===== src/rtl/t0r_pkg.sv =====
package t0r_pkg;

    typedef enum logic [1:0] {
        NT_IDLE,
        NT_WAIT,
        NT_DRIVE
    } nack_state_e;

    typedef enum logic [0:0] {
        TX_IDLE,
        TX_WAIT
    } tx_state_e;

    typedef enum logic [1:0] {
        RV_GOOD,
        RV_RETRY,
        RV_KEEP,
        RV_LIMIT
    } rx_verdict_e;

    typedef struct packed {
        logic rx_err;
        logic tx_refused;
        logic iter_hit;
    } t0r_evt_t;

    function automatic logic reached_limit(input logic en,
                                           input int unsigned fails,
                                           input int unsigned max_iter);
        int unsigned eff;
        eff = (max_iter == 0) ? 1 : max_iter;
        return en && (fails >= eff);
    endfunction

endpackage


===== src/rtl/t0r_nack_timer.sv =====
module t0r_nack_timer #(
    parameter int ETU_CYCLES = 16
) (
    input  logic clk,
    input  logic rst,
    input  logic start,
    output logic drive
);
    import t0r_pkg::*;

    localparam int HALF = (ETU_CYCLES / 2 < 1) ? 1 : ETU_CYCLES / 2;
    localparam int CW   = $clog2(ETU_CYCLES + 1) + 1;

    nack_state_e   state_q;
    logic [CW-1:0] cnt_q;

    always_ff @(posedge clk) begin
        if (rst) begin
            state_q <= NT_IDLE;
            cnt_q   <= '0;
        end else begin
            case (state_q)
                NT_IDLE: begin
                    if (start) begin
                        state_q <= NT_WAIT;
                        cnt_q   <= CW'(HALF - 1);
                    end
                end
                NT_WAIT: begin
                    if (cnt_q == '0) begin
                        state_q <= NT_DRIVE;
                        cnt_q   <= CW'(ETU_CYCLES - 1);
                    end else begin
                        cnt_q <= cnt_q - 1'b1;
                    end
                end
                NT_DRIVE: begin
                    if (cnt_q == '0) state_q <= NT_IDLE;
                    else             cnt_q   <= cnt_q - 1'b1;
                end
                default: state_q <= NT_IDLE;
            endcase
        end
    end

    assign drive = (state_q == NT_DRIVE);

    logic [CW-1:0] run_q;
    always_ff @(posedge clk) begin
        if (rst)        run_q <= '0;
        else if (drive) run_q <= run_q + 1'b1;
        else            run_q <= '0;
    end

    assert_nack_width_R3: assert property (@(posedge clk) disable iff (rst)
        drive |-> (run_q < CW'(ETU_CYCLES)));

endmodule


===== src/rtl/t0r_rx_retry.sv =====
module t0r_rx_retry #(
    parameter int DATA_W = 8,
    parameter int ITER_W = 3
) (
    input  logic              clk,
    input  logic              rst,
    input  logic [ITER_W-1:0] cfg_max_iter,
    input  logic              cfg_inhibit_nack,
    input  logic              cfg_limit_en,
    input  logic              rx_valid,
    input  logic [DATA_W-1:0] rx_data,
    input  logic              rx_par_ok,
    output logic              out_valid,
    output logic [DATA_W-1:0] out_data,
    output logic              out_perr,
    output logic              nack_req,
    output logic              evt_err,
    output logic              evt_iter
);
    import t0r_pkg::*;

    logic [ITER_W-1:0] fails_q;
    logic [ITER_W:0]   fails_nx;
    rx_verdict_e       verdict;

    assign fails_nx = {1'b0, fails_q} + 1'b1;

    always_comb begin
        if (rx_par_ok)
            verdict = RV_GOOD;
        else if (cfg_inhibit_nack)
            verdict = RV_KEEP;
        else if (reached_limit(cfg_limit_en, 32'(fails_nx), 32'(cfg_max_iter)))
            verdict = RV_LIMIT;
        else
            verdict = RV_RETRY;
    end

    always_ff @(posedge clk) begin
        if (rst) begin
            fails_q   <= '0;
            out_valid <= 1'b0;
            out_data  <= '0;
            out_perr  <= 1'b0;
        end else begin
            out_valid <= 1'b0;
            if (rx_valid) begin
                if (verdict == RV_RETRY) begin
                    if (fails_q != '1) fails_q <= fails_q + 1'b1;
                end else begin
                    fails_q   <= '0;
                    out_valid <= 1'b1;
                    out_data  <= rx_data;
                    out_perr  <= (verdict != RV_GOOD);
                end
            end
        end
    end

    assign nack_req = rx_valid && (verdict == RV_RETRY);
    assign evt_err  = rx_valid && !rx_par_ok;
    assign evt_iter = rx_valid && (verdict == RV_LIMIT);

    assert_out_follows_char_R2: assert property (@(posedge clk) disable iff (rst)
        out_valid |-> $past(rx_valid));

endmodule


===== src/rtl/t0r_tx_retry.sv =====
module t0r_tx_retry #(
    parameter int DATA_W = 8,
    parameter int ITER_W = 3
) (
    input  logic              clk,
    input  logic              rst,
    input  logic [ITER_W-1:0] cfg_max_iter,
    input  logic              cfg_limit_en,
    input  logic              load,
    input  logic [DATA_W-1:0] load_data,
    input  logic              done,
    input  logic              refused,
    output logic              busy,
    output logic              send,
    output logic [DATA_W-1:0] send_data,
    output logic              evt_refused,
    output logic              evt_iter
);
    import t0r_pkg::*;

    tx_state_e         state_q;
    logic [ITER_W-1:0] fails_q;
    logic [ITER_W:0]   fails_nx;
    logic              at_limit;

    assign fails_nx = {1'b0, fails_q} + 1'b1;
    assign at_limit = reached_limit(cfg_limit_en, 32'(fails_nx), 32'(cfg_max_iter));

    always_ff @(posedge clk) begin
        if (rst) begin
            state_q   <= TX_IDLE;
            fails_q   <= '0;
            send      <= 1'b0;
            send_data <= '0;
        end else begin
            send <= 1'b0;
            case (state_q)
                TX_IDLE: begin
                    if (load) begin
                        state_q   <= TX_WAIT;
                        send_data <= load_data;
                        send      <= 1'b1;
                        fails_q   <= '0;
                    end
                end
                TX_WAIT: begin
                    if (done) begin
                        if (!refused || at_limit) begin
                            state_q <= TX_IDLE;
                            fails_q <= '0;
                        end else begin
                            if (fails_q != '1) fails_q <= fails_q + 1'b1;
                            send <= 1'b1;
                        end
                    end
                end
                default: state_q <= TX_IDLE;
            endcase
        end
    end

    assign busy        = (state_q == TX_WAIT);
    assign evt_refused = busy && done && refused;
    assign evt_iter    = evt_refused && at_limit;

    assert_send_in_transfer_R8: assert property (@(posedge clk) disable iff (rst)
        send |-> busy);
    assert_busy_ends_on_done_R8: assert property (@(posedge clk) disable iff (rst)
        $fell(busy) |-> $past(done));

endmodule


===== src/rtl/t0r_status.sv =====
module t0r_status #(
    parameter int ERR_W = 8
) (
    input  logic             clk,
    input  logic             rst,
    input  t0r_pkg::t0r_evt_t evt,
    input  logic             cmd_clr_iter,
    input  logic             cmd_clr_nack,
    input  logic             err_rd,
    output logic             iter_flag,
    output logic             nack_flag,
    output logic [ERR_W-1:0] err_count
);
    localparam logic [ERR_W+1:0] ERR_CAP = {2'b00, {ERR_W{1'b1}}};
    localparam logic [ERR_W-1:0] ERR_MAX = {ERR_W{1'b1}};

    logic [ERR_W-1:0] base;
    logic [1:0]       add;
    logic [ERR_W+1:0] sum_w;

    assign base  = err_rd ? '0 : err_count;
    assign add   = {1'b0, evt.rx_err} + {1'b0, evt.tx_refused};
    assign sum_w = {2'b00, base} + {{ERR_W{1'b0}}, add};

    always_ff @(posedge clk) begin
        if (rst) begin
            iter_flag <= 1'b0;
            nack_flag <= 1'b0;
            err_count <= '0;
        end else begin
            if (evt.iter_hit)      iter_flag <= 1'b1;
            else if (cmd_clr_iter) iter_flag <= 1'b0;
            if (evt.tx_refused)    nack_flag <= 1'b1;
            else if (cmd_clr_nack) nack_flag <= 1'b0;
            err_count <= (sum_w > ERR_CAP) ? ERR_MAX : sum_w[ERR_W-1:0];
        end
    end

    assert_iter_sticky_R7: assert property (@(posedge clk) disable iff (rst)
        $fell(iter_flag) |-> $past(cmd_clr_iter));
    assert_nack_sticky_R9: assert property (@(posedge clk) disable iff (rst)
        $fell(nack_flag) |-> $past(cmd_clr_nack));
    assert_no_overflow_R10: assert property (@(posedge clk) disable iff (rst)
        (err_count == ERR_MAX && !err_rd) |=> (err_count == ERR_MAX));
    assert_read_clears_R11: assert property (@(posedge clk) disable iff (rst)
        err_rd |=> (err_count <= ERR_W'(2)));

endmodule


===== src/rtl/t0_retry_ctrl.sv =====
module t0_retry_ctrl #(
    parameter int DATA_W     = 8,
    parameter int ITER_W     = 3,
    parameter int ERR_W      = 8,
    parameter int ETU_CYCLES = 16
) (
    input  logic              clk,
    input  logic              rst,
    input  logic [ITER_W-1:0] cfg_max_iter,
    input  logic              cfg_inhibit_nack,
    input  logic              cfg_limit_en,
    input  logic              cmd_clr_iter,
    input  logic              cmd_clr_nack,
    input  logic              err_rd,
    input  logic              rx_char_valid,
    input  logic [DATA_W-1:0] rx_char_data,
    input  logic              rx_parity_ok,
    output logic              rx_out_valid,
    output logic [DATA_W-1:0] rx_out_data,
    output logic              rx_out_perr,
    output logic              nack_drive,
    input  logic              host_tx_load,
    input  logic [DATA_W-1:0] host_tx_data,
    output logic              tx_busy,
    output logic              tx_send,
    output logic [DATA_W-1:0] tx_send_data,
    input  logic              tx_done,
    input  logic              tx_nack,
    output logic              iter_flag,
    output logic              nack_flag,
    output logic [ERR_W-1:0]  err_count
);
    import t0r_pkg::*;

    logic     rx_nack_req, rx_evt_err, rx_evt_iter;
    logic     tx_evt_refused, tx_evt_iter;
    t0r_evt_t evt;

    t0r_rx_retry #(.DATA_W(DATA_W), .ITER_W(ITER_W)) u_rx (
        .clk(clk), .rst(rst),
        .cfg_max_iter(cfg_max_iter), .cfg_inhibit_nack(cfg_inhibit_nack),
        .cfg_limit_en(cfg_limit_en),
        .rx_valid(rx_char_valid), .rx_data(rx_char_data), .rx_par_ok(rx_parity_ok),
        .out_valid(rx_out_valid), .out_data(rx_out_data), .out_perr(rx_out_perr),
        .nack_req(rx_nack_req), .evt_err(rx_evt_err), .evt_iter(rx_evt_iter)
    );

    t0r_nack_timer #(.ETU_CYCLES(ETU_CYCLES)) u_nack (
        .clk(clk), .rst(rst), .start(rx_nack_req), .drive(nack_drive)
    );

    t0r_tx_retry #(.DATA_W(DATA_W), .ITER_W(ITER_W)) u_tx (
        .clk(clk), .rst(rst),
        .cfg_max_iter(cfg_max_iter), .cfg_limit_en(cfg_limit_en),
        .load(host_tx_load), .load_data(host_tx_data),
        .done(tx_done), .refused(tx_nack),
        .busy(tx_busy), .send(tx_send), .send_data(tx_send_data),
        .evt_refused(tx_evt_refused), .evt_iter(tx_evt_iter)
    );

    always_comb begin
        evt.rx_err     = rx_evt_err;
        evt.tx_refused = tx_evt_refused;
        evt.iter_hit   = rx_evt_iter || tx_evt_iter;
    end

    t0r_status #(.ERR_W(ERR_W)) u_status (
        .clk(clk), .rst(rst), .evt(evt),
        .cmd_clr_iter(cmd_clr_iter), .cmd_clr_nack(cmd_clr_nack), .err_rd(err_rd),
        .iter_flag(iter_flag), .nack_flag(nack_flag), .err_count(err_count)
    );

    assert_limit_quiet_R5: assert property (@(posedge clk) disable iff (rst)
        (rx_out_valid && rx_out_perr && !cfg_inhibit_nack) |-> !u_nack.drive);

endmodule


===== config.mk =====
export PLATFORM = sky130hd
export DESIGN_NAME = t0_retry_ctrl
export DESIGN_NICKNAME = d
export VERILOG_FILES = /design/src/rtl/t0r_pkg.sv /design/src/rtl/t0r_nack_timer.sv /design/src/rtl/t0r_rx_retry.sv /design/src/rtl/t0r_tx_retry.sv /design/src/rtl/t0r_status.sv /design/src/rtl/t0_retry_ctrl.sv
export SDC_FILE = /design/constraint.sdc
export NUM_CORES = 1
export LEC_CHECK = 0
export BUFFER_PORTS_ARGS = -buffer_cell sky130_fd_sc_hd__buf_2
export CORE_AREA = 10 10 106 108
export CTS_BUF_LIST = sky130_fd_sc_hd__clkbuf_2 sky130_fd_sc_hd__clkbuf_4 sky130_fd_sc_hd__clkbuf_8
export CTS_CLUSTER_DIAMETER = 200
export DETAILED_ROUTE_END_ITERATION = 12
export DIE_AREA = 0 0 116 118
export PLACE_DENSITY = 0.52
export RECOVER_POWER = 25
export SKIP_CTS_REPAIR_TIMING = 1
export SYNTH_ARGS = -nofsm -noshare
export SYNTH_HDL_FRONTEND = slang
export SYNTH_HIERARCHICAL = 1
export SYNTH_SLANG_ARGS = --single-unit

===== constraint.sdc =====
create_clock -name clk -period 5.8 [get_ports clk]
set_input_delay 0.58 -clock clk [delete_from_list [all_inputs] [get_ports clk]]
set_output_delay 0.58 -clock clk [all_outputs]
set_load 0.01 [all_outputs]

## Yosys cells after proc, flatten, opt, wreduce, memory -nomap -nowiden

Cells that the tools add are included.
Widths: inputs -> output; s select.

- Memories kept: 0
- Input bits: 31
- Register bits: 44
- Memory bits (read-only): 0
- Bits in latches: 0
- RAM bits: 0

- Add/sub/neg operators: 7
- Bitwise gates (word level): 3
- Multiplexer cells: 32
- Multiply operators: 0
- Shift-type cells: 0
- Div/mod/pow operators: 0
- Equality and inequality tests: 14
- Reductions and logical operators: 26
- Order comparisons: 3

Operator list:

| operator | count |
|---|---|
| $ge 4x32->1 | 2 |
| $mux 3 | 7 |
| $mux 6 | 3 |
| $pmux 6 s3 | 1 |
| $mux 8 | 2 |
| $mux 2 | 6 |
| $gt 10x8->1 const B | 1 |
| $ne 2x2->1 const B | 5 |
| $add 8x2->9 | 1 |
| $mux 1 | 9 |
| $ne 3x3->1 const B | 3 |
| $reduce_and 3->1 | 3 |
| $add 3x1->4 const B | 2 |
| $logic_and 1x1->1 | 8 |
| $add 3x1->3 const B | 2 |
| $logic_not 6->1 | 1 |
| $pmux 2 s3 | 1 |
| $pmux 3 s2 | 1 |
| $reduce_and 2->1 | 3 |
| $reduce_bool 2->1 | 3 |
| $sub 6x1->6 const B | 1 |
| $eq 2x1->1 const B | 2 |
| $eq 2x2->1 const B | 2 |
| $ne 2x1->1 const B | 2 |
| other kinds (9) | 14 |

## Longest topological paths before layout

- Depth in word-level cells: 11
- Mapped depth: 10
- Mapped depth without buffers: 10

## By module

Netlist, hierarchy kept.

By module, submodules not included:

| module | cells an instance | seq. area each (um^2) | instances | area an instance (um^2) |
|---|---|---|---|---|
| t0r_rx_retry | 78 | 260.2 | 1 | 739.5 |
| t0r_tx_retry | 89 | 260.2 | 1 | 737.0 |
| t0r_nack_timer | 65 | 160.2 | 1 | 565.5 |
| t0r_status | 53 | 200.2 | 1 | 471.7 |
| t0_retry_ctrl | 1 | 0.0 | 1 | 6.3 |

## Least setup slack after synthesis

Ideal clock, no wire load.

- Kind: input to register
- Start point: input port cfg_max_iter[0]
- End point: register u_nack.cnt_q[4]
- Setup time: 0.117 ns
- Setup slack: 3.159 ns
- Arrival: 2.524 ns
- Required time: 5.683 ns
- Stages: 9
- Cells stage by stage: o21bai_1 -> ha_1 -> or3b_4 -> a211oi_2 -> o211a_1 -> nor2b_1 -> a211oi_4 -> o21ai_1 -> a32o_1

- Longest elaborated chain between the ends: 11

RTL lines:

| what | line | source |
|---|---|---|
| start, declared | t0_retry_ctrl.sv:9 | `input logic [ITER_W-1:0] cfg_max_iter,` |
| $logic_not 3->1 | t0r_pkg.sv:31 | `eff = (max_iter == 0) ? 1 : max_iter;` |
| $mux 3 * | t0r_pkg.sv:31 |  |
| $ge 4x32->1 * | t0r_pkg.sv:32 | `return en && (fails >= eff);` |
| $logic_and 1x1->1 * | t0r_pkg.sv:32 |  |
| $mux 2 * | t0r_rx_retry.sv:33 | `else if (reached_limit(cfg_limit_en, 32'(fails_nx), 32'(cfg_max_iter)))` |
| $mux 2 * | t0r_rx_retry.sv:31 | `else if (cfg_inhibit_nack)` |
| $mux 2 * | t0r_rx_retry.sv:29 | `if (rx_par_ok)` |
| $eq 2x1->1 * | t0r_rx_retry.sv:60 | `assign nack_req = rx_valid && (verdict == RV_RETRY);` |
| $logic_and 1x1->1 * | t0r_rx_retry.sv:60 |  |
| net rx_nack_req | t0_retry_ctrl.sv:35 | `logic rx_nack_req, rx_evt_err, rx_evt_iter;` |
| $ne 2x2->1 (no source line) * | - |  |
| $reduce_and 3->1 (no source line) * | - |  |
| end signal, assigned | t0r_nack_timer.sv:32 | `cnt_q <= CW'(ETU_CYCLES - 1);` |
| end signal, assigned | t0r_nack_timer.sv:34 | `cnt_q <= cnt_q - 1'b1;` |
| end signal, assigned | t0r_nack_timer.sv:39 | `else cnt_q <= cnt_q - 1'b1;` |
| end, declared | t0r_nack_timer.sv:15 | `logic [CW-1:0] cnt_q;` |

Mark *: on every way through the listed nets, which the timed path passes. The rest lies on a longest branch.
A chain may end at the register's enable or synchronous reset.

==> load_flow_metrics.sql <==
INSERT INTO impl_metrics (metric_group, metric, value, unit) VALUES
('synth', 'post_synthesis_cell_area', '2520', 'sq um'),
('synth', 'ys.warnings.count', '6', ''),
('synth', 'synth_top_area_cell', 'sky130_fd_sc_hd__dfxtp_1', ''),
('timing', 'period_minus_slack', '2.87', 'ns'),
('global_route', 'via_count_of_the_first_global_routing_pass', '2241', ''),
('timing', 'timing.setup.tns', '0', 'ns'),
('synth', 'synth_nets', '335', ''),
('detailed_routing', 'drt_wl_total', '6460', 'um'),
('final_layout', 'layout.cells.most_common_list', 'sky130_fd_sc_hd__buf_2 (51), sky130_fd_sc_hd__dfxtp_1 (44), sky130_fd_sc_hd__a21oi_1 (32), sky130_fd_sc_hd__nand2_1 (22)', ''),
('place', 'io_buf_count', '61', ''),
('clock_tree', 'tritoncts', 'yes', ''),
('timing', 'slew_violations', '48', ''),
('power_and_ir_drop', 'power_density', '295', 'nW/um^2'),
('critical_path', 'setup.worst_path.start_class', 'input port', ''),
('outcome', 'status', 'finished with violations', ''),
('final_layout', 'synthToLayoutAreaGrowth', '20.0', '%'),
('timing', 'rsz0062_at_grt', 'no', ''),
('die', 'initial_utilization', '0.277', ''),
('clock_tree', 'clkLatencyLatePin', '0.30', 'ns'),
('synth', 'async_flop_share', '0', ''),
('critical_path', 'regToRegStartpoint', 'u_rx/fails_q[0]$_SDFFE_PP0P_', ''),
('worst_hold_path', 'holdCritStartpoint', 'u_tx/send_data[3]$_SDFFE_PP0P_', ''),
('synth', 'postSynthCellCount', '286', ''),
('power_and_ir_drop', 'max-vdd-ir-drop', '0.100', 'mV'),
('detailed_routing', 'detail_route_antenna_nets', '0', ''),
('die', 'core', '9110', 'sq um'),
('detailed_routing', 'vias', '2221', ''),
('synth', 'postSynthAreaPerCell', '8.81', 'sq um'),
('detailed_routing', 'detail_route.vias_per_cell', '4.85', ''),
('timing', 'maxClockFrequency', '348', 'MHz'),
('timing', 'total_of_endpoints_with_negative_setup_slack_in_the_final_report', '0', ''),
('critical_path', 'cp-startpoint', 'rst', ''),
('synth', 'synthDistinctLibCells', '65', ''),
('timing', 'hold_viol', '0', ''),
('critical_path', 'worst_path_arrival', '3.06', 'ns'),
('synth', 'ys_seq_elements', '44', ''),
('detailed_routing', 'route.detailed.wl_per_inst', '14.1', 'um'),
('critical_path', 'r2r_slack', '2.99', 'ns'),
('final_layout', 'commonest_non_fill_non_tap_cell_in_the_layout', 'sky130_fd_sc_hd__buf_2', ''),
('power_and_ir_drop', 'total_leakage_power', '1.27', 'nW'),
('die', 'io_pins', '62', ''),
('detailed_routing', 'first_pass_iters', '4', ''),
('die', 'die_h', '118', 'um'),
('place', 'dp_hpwl', '4980', 'um'),
('clock_tree', 'tritoncts_num_sinks', '44', ''),
('clock_tree', 'ctsHtreeMaxLevel', '2', ''),
('global_route', 'grt_remaining_overflow', '0', ''),
('final_layout', 'filler_cell_count', '986', ''),
('die', 'design.die.area', '13700', 'sq um'),
('clock_tree', 'cts-buffers-inserted', '5', ''),
('global_route', 'largest_net_degree_at_the_start_of_global_routing', '48', ''),
('clock_tree', 'max-clock-path-buffers', '2', ''),
('global_route', 'grt_use_total', '0.0951', ''),
('outcome', 'violated_checks', 'max-capacitance violations, max-slew violations', ''),
('detailed_routing', 'drc_errors', '0', ''),
('timing', 'finalCritPeriodShare', '0.495', ''),
('critical_path', 'cp-end-kind', 'flop', ''),
('flow_run', 'drv_cap', '1', ''),
('place', 'gpl.final_weighted_congestion', '0.793', ''),
('final_layout', 'finish.net_count', '395', ''),
('synth', 'synth_top_cells_by_area', 'sky130_fd_sc_hd__dfxtp_1 (35%), sky130_fd_sc_hd__ha_1 (8.4%), sky130_fd_sc_hd__a21oi_1 (6.4%)', ''),
('final_layout', 'layout.area.seq', '881', 'sq um'),
('critical_path', 'path_max_fanout', '47', ''),
('critical_path', 'cp_cell_sequence', 'clkbuf_1 -> inv_1 -> a41oi_1 -> o21ai_1', ''),
('critical_path', 'critical_path.reg2reg.endpoint', 'u_nack/cnt_q[3]$_SDFFE_PP0P_', ''),
('timing', 'worstMarginPinSlew', '2.24', 'ns'),
('final_layout', 'multi_input_logic_area', '1530', 'sq um'),
('final_layout', 'final_util', '0.332', ''),
('detailed_routing', 'drt_initial_violations', '112', ''),
('clock_tree', 'cts_root_buffer', 'sky130_fd_sc_hd__clkbuf_8', ''),
('worst_hold_path', 'hold_class', 'flop to flop', '');
==> critical path: cells and delay by family <==
| kind | cells | cell delay, ns |
|---|---|---|
| buffers and inverters | 2 | 2.03 |
| AOI/OAI and AO/OA | 2 | 0.44 |
==> worst max path at each step <==
stage	depth (start not counted)	end
global placement	10	u_nack/cnt_q[4]$_SDFFE_PP0P_
CTS	9	u_nack/cnt_q[4]$_SDFFE_PP0P_
floorplan	9	u_nack/cnt_q[4]$_SDFFE_PP0P_
detailed placement	10	u_nack/cnt_q[4]$_SDFFE_PP0P_
finish	4	u_tx/fails_q[1]$_SDFFE_PP0P_
global route	4	u_tx/fails_q[0]$_SDFFE_PP0P_
==> layout make-up <==
class | count | share of cell area
Clock buffer | 6 | 0.0273
Clock inverter | 2 | 0.0128
Inverter | 17 | 0.0211
Multi-Input combinational cell | 217 | 0.505
Sequential cell | 44 | 0.291
Tap cell | 111 | 0.0459
Timing Repair Buffer | 61 | 0.0968
==> cell families (layout without fill, tap and decap cells) <==
logic type      Yosys count  in the layout  synth area share
flops                    44             44             0.350
simple gates             97             97             0.222
mux                       3              3            0.0144
compound gates           95             95             0.263
fa+ha+maj                18             18            0.0924
xor+xnor                  4              4            0.0139
buf+inv                  25             86            0.0447
==> power by group <==
part | switching (mW) | total [mW] | internal, mW
Clock | 0.109 | 0.250 | 0.141
Sequential | 0.0294 | 0.360 | 0.331
Combinational | 0.164 | 0.283 | 0.119
Total | 0.303 | 0.893 | 0.590
==> synthesized netlist by cell type (3+ instances only) <==
cell type,count
sky130_fd_sc_hd__dfxtp_1,44
sky130_fd_sc_hd__a21oi_1,32
sky130_fd_sc_hd__nand2_1,22
sky130_fd_sc_hd__ha_1,17
sky130_fd_sc_hd__inv_1,17
sky130_fd_sc_hd__o21ai_1,13
sky130_fd_sc_hd__nand3_1,12
sky130_fd_sc_hd__nor2_1,11
sky130_fd_sc_hd__nor2b_1,10
sky130_fd_sc_hd__a21oi_2,7
sky130_fd_sc_hd__nor3_1,7
sky130_fd_sc_hd__nand2b_1,5
sky130_fd_sc_hd__o21ai_0,5
sky130_fd_sc_hd__a21o_1,4
sky130_fd_sc_hd__o2111ai_1,4
sky130_fd_sc_hd__a41oi_1,3
sky130_fd_sc_hd__buf_2,3
sky130_fd_sc_hd__clkbuf_1,3
sky130_fd_sc_hd__nand4_1,3
sky130_fd_sc_hd__o21a_1,3
sky130_fd_sc_hd__o21ai_2,3
sky130_fd_sc_hd__or2_2,3
==> registers in the layout, indices dropped and copies added, names as in the netlist <==
name                count
u_tx/send               1
u_rx/out_perr           1
u_tx/busy               1
u_rx/fails_q            3
u_status/iter_flag      1
u_status/nack_flag      1
u_rx/out_valid          1
u_nack/cnt_q            6
u_rx/out_data           8
u_nack/state_q          2
u_tx/fails_q            3
u_status/err_count      8
u_tx/send_data          8
==> per-stage QoR <==
stage                     instance area [sq um]  setup slack, ns  power, mW  hold slack (ns)  instances
final                                      3020             2.93      0.893            0.460        458
after global routing                       3020             2.55      0.961            0.486        458
after CTS                                  3040             3.00      0.909            0.462        458
after detailed placement                   2920             2.81      0.652            0.451        450
after global placement                     2920             2.88      0.650            0.444        450
after floorplan                            2520             3.16      0.577            0.478        286
==> metal layers <==
layer | up-vias | wire length (um) | track usage
met5 | - | 0 | 0
met2 | 34 | 3140 | 0.159
met4 | 0 | 59 | 0.0282
met3 | 4 | 298 | 0.0275
li1 | 1156 | - | -
met1 | 1027 | 2960 | 0.114
No activity file was read; power rests on OpenSTA's default activity.
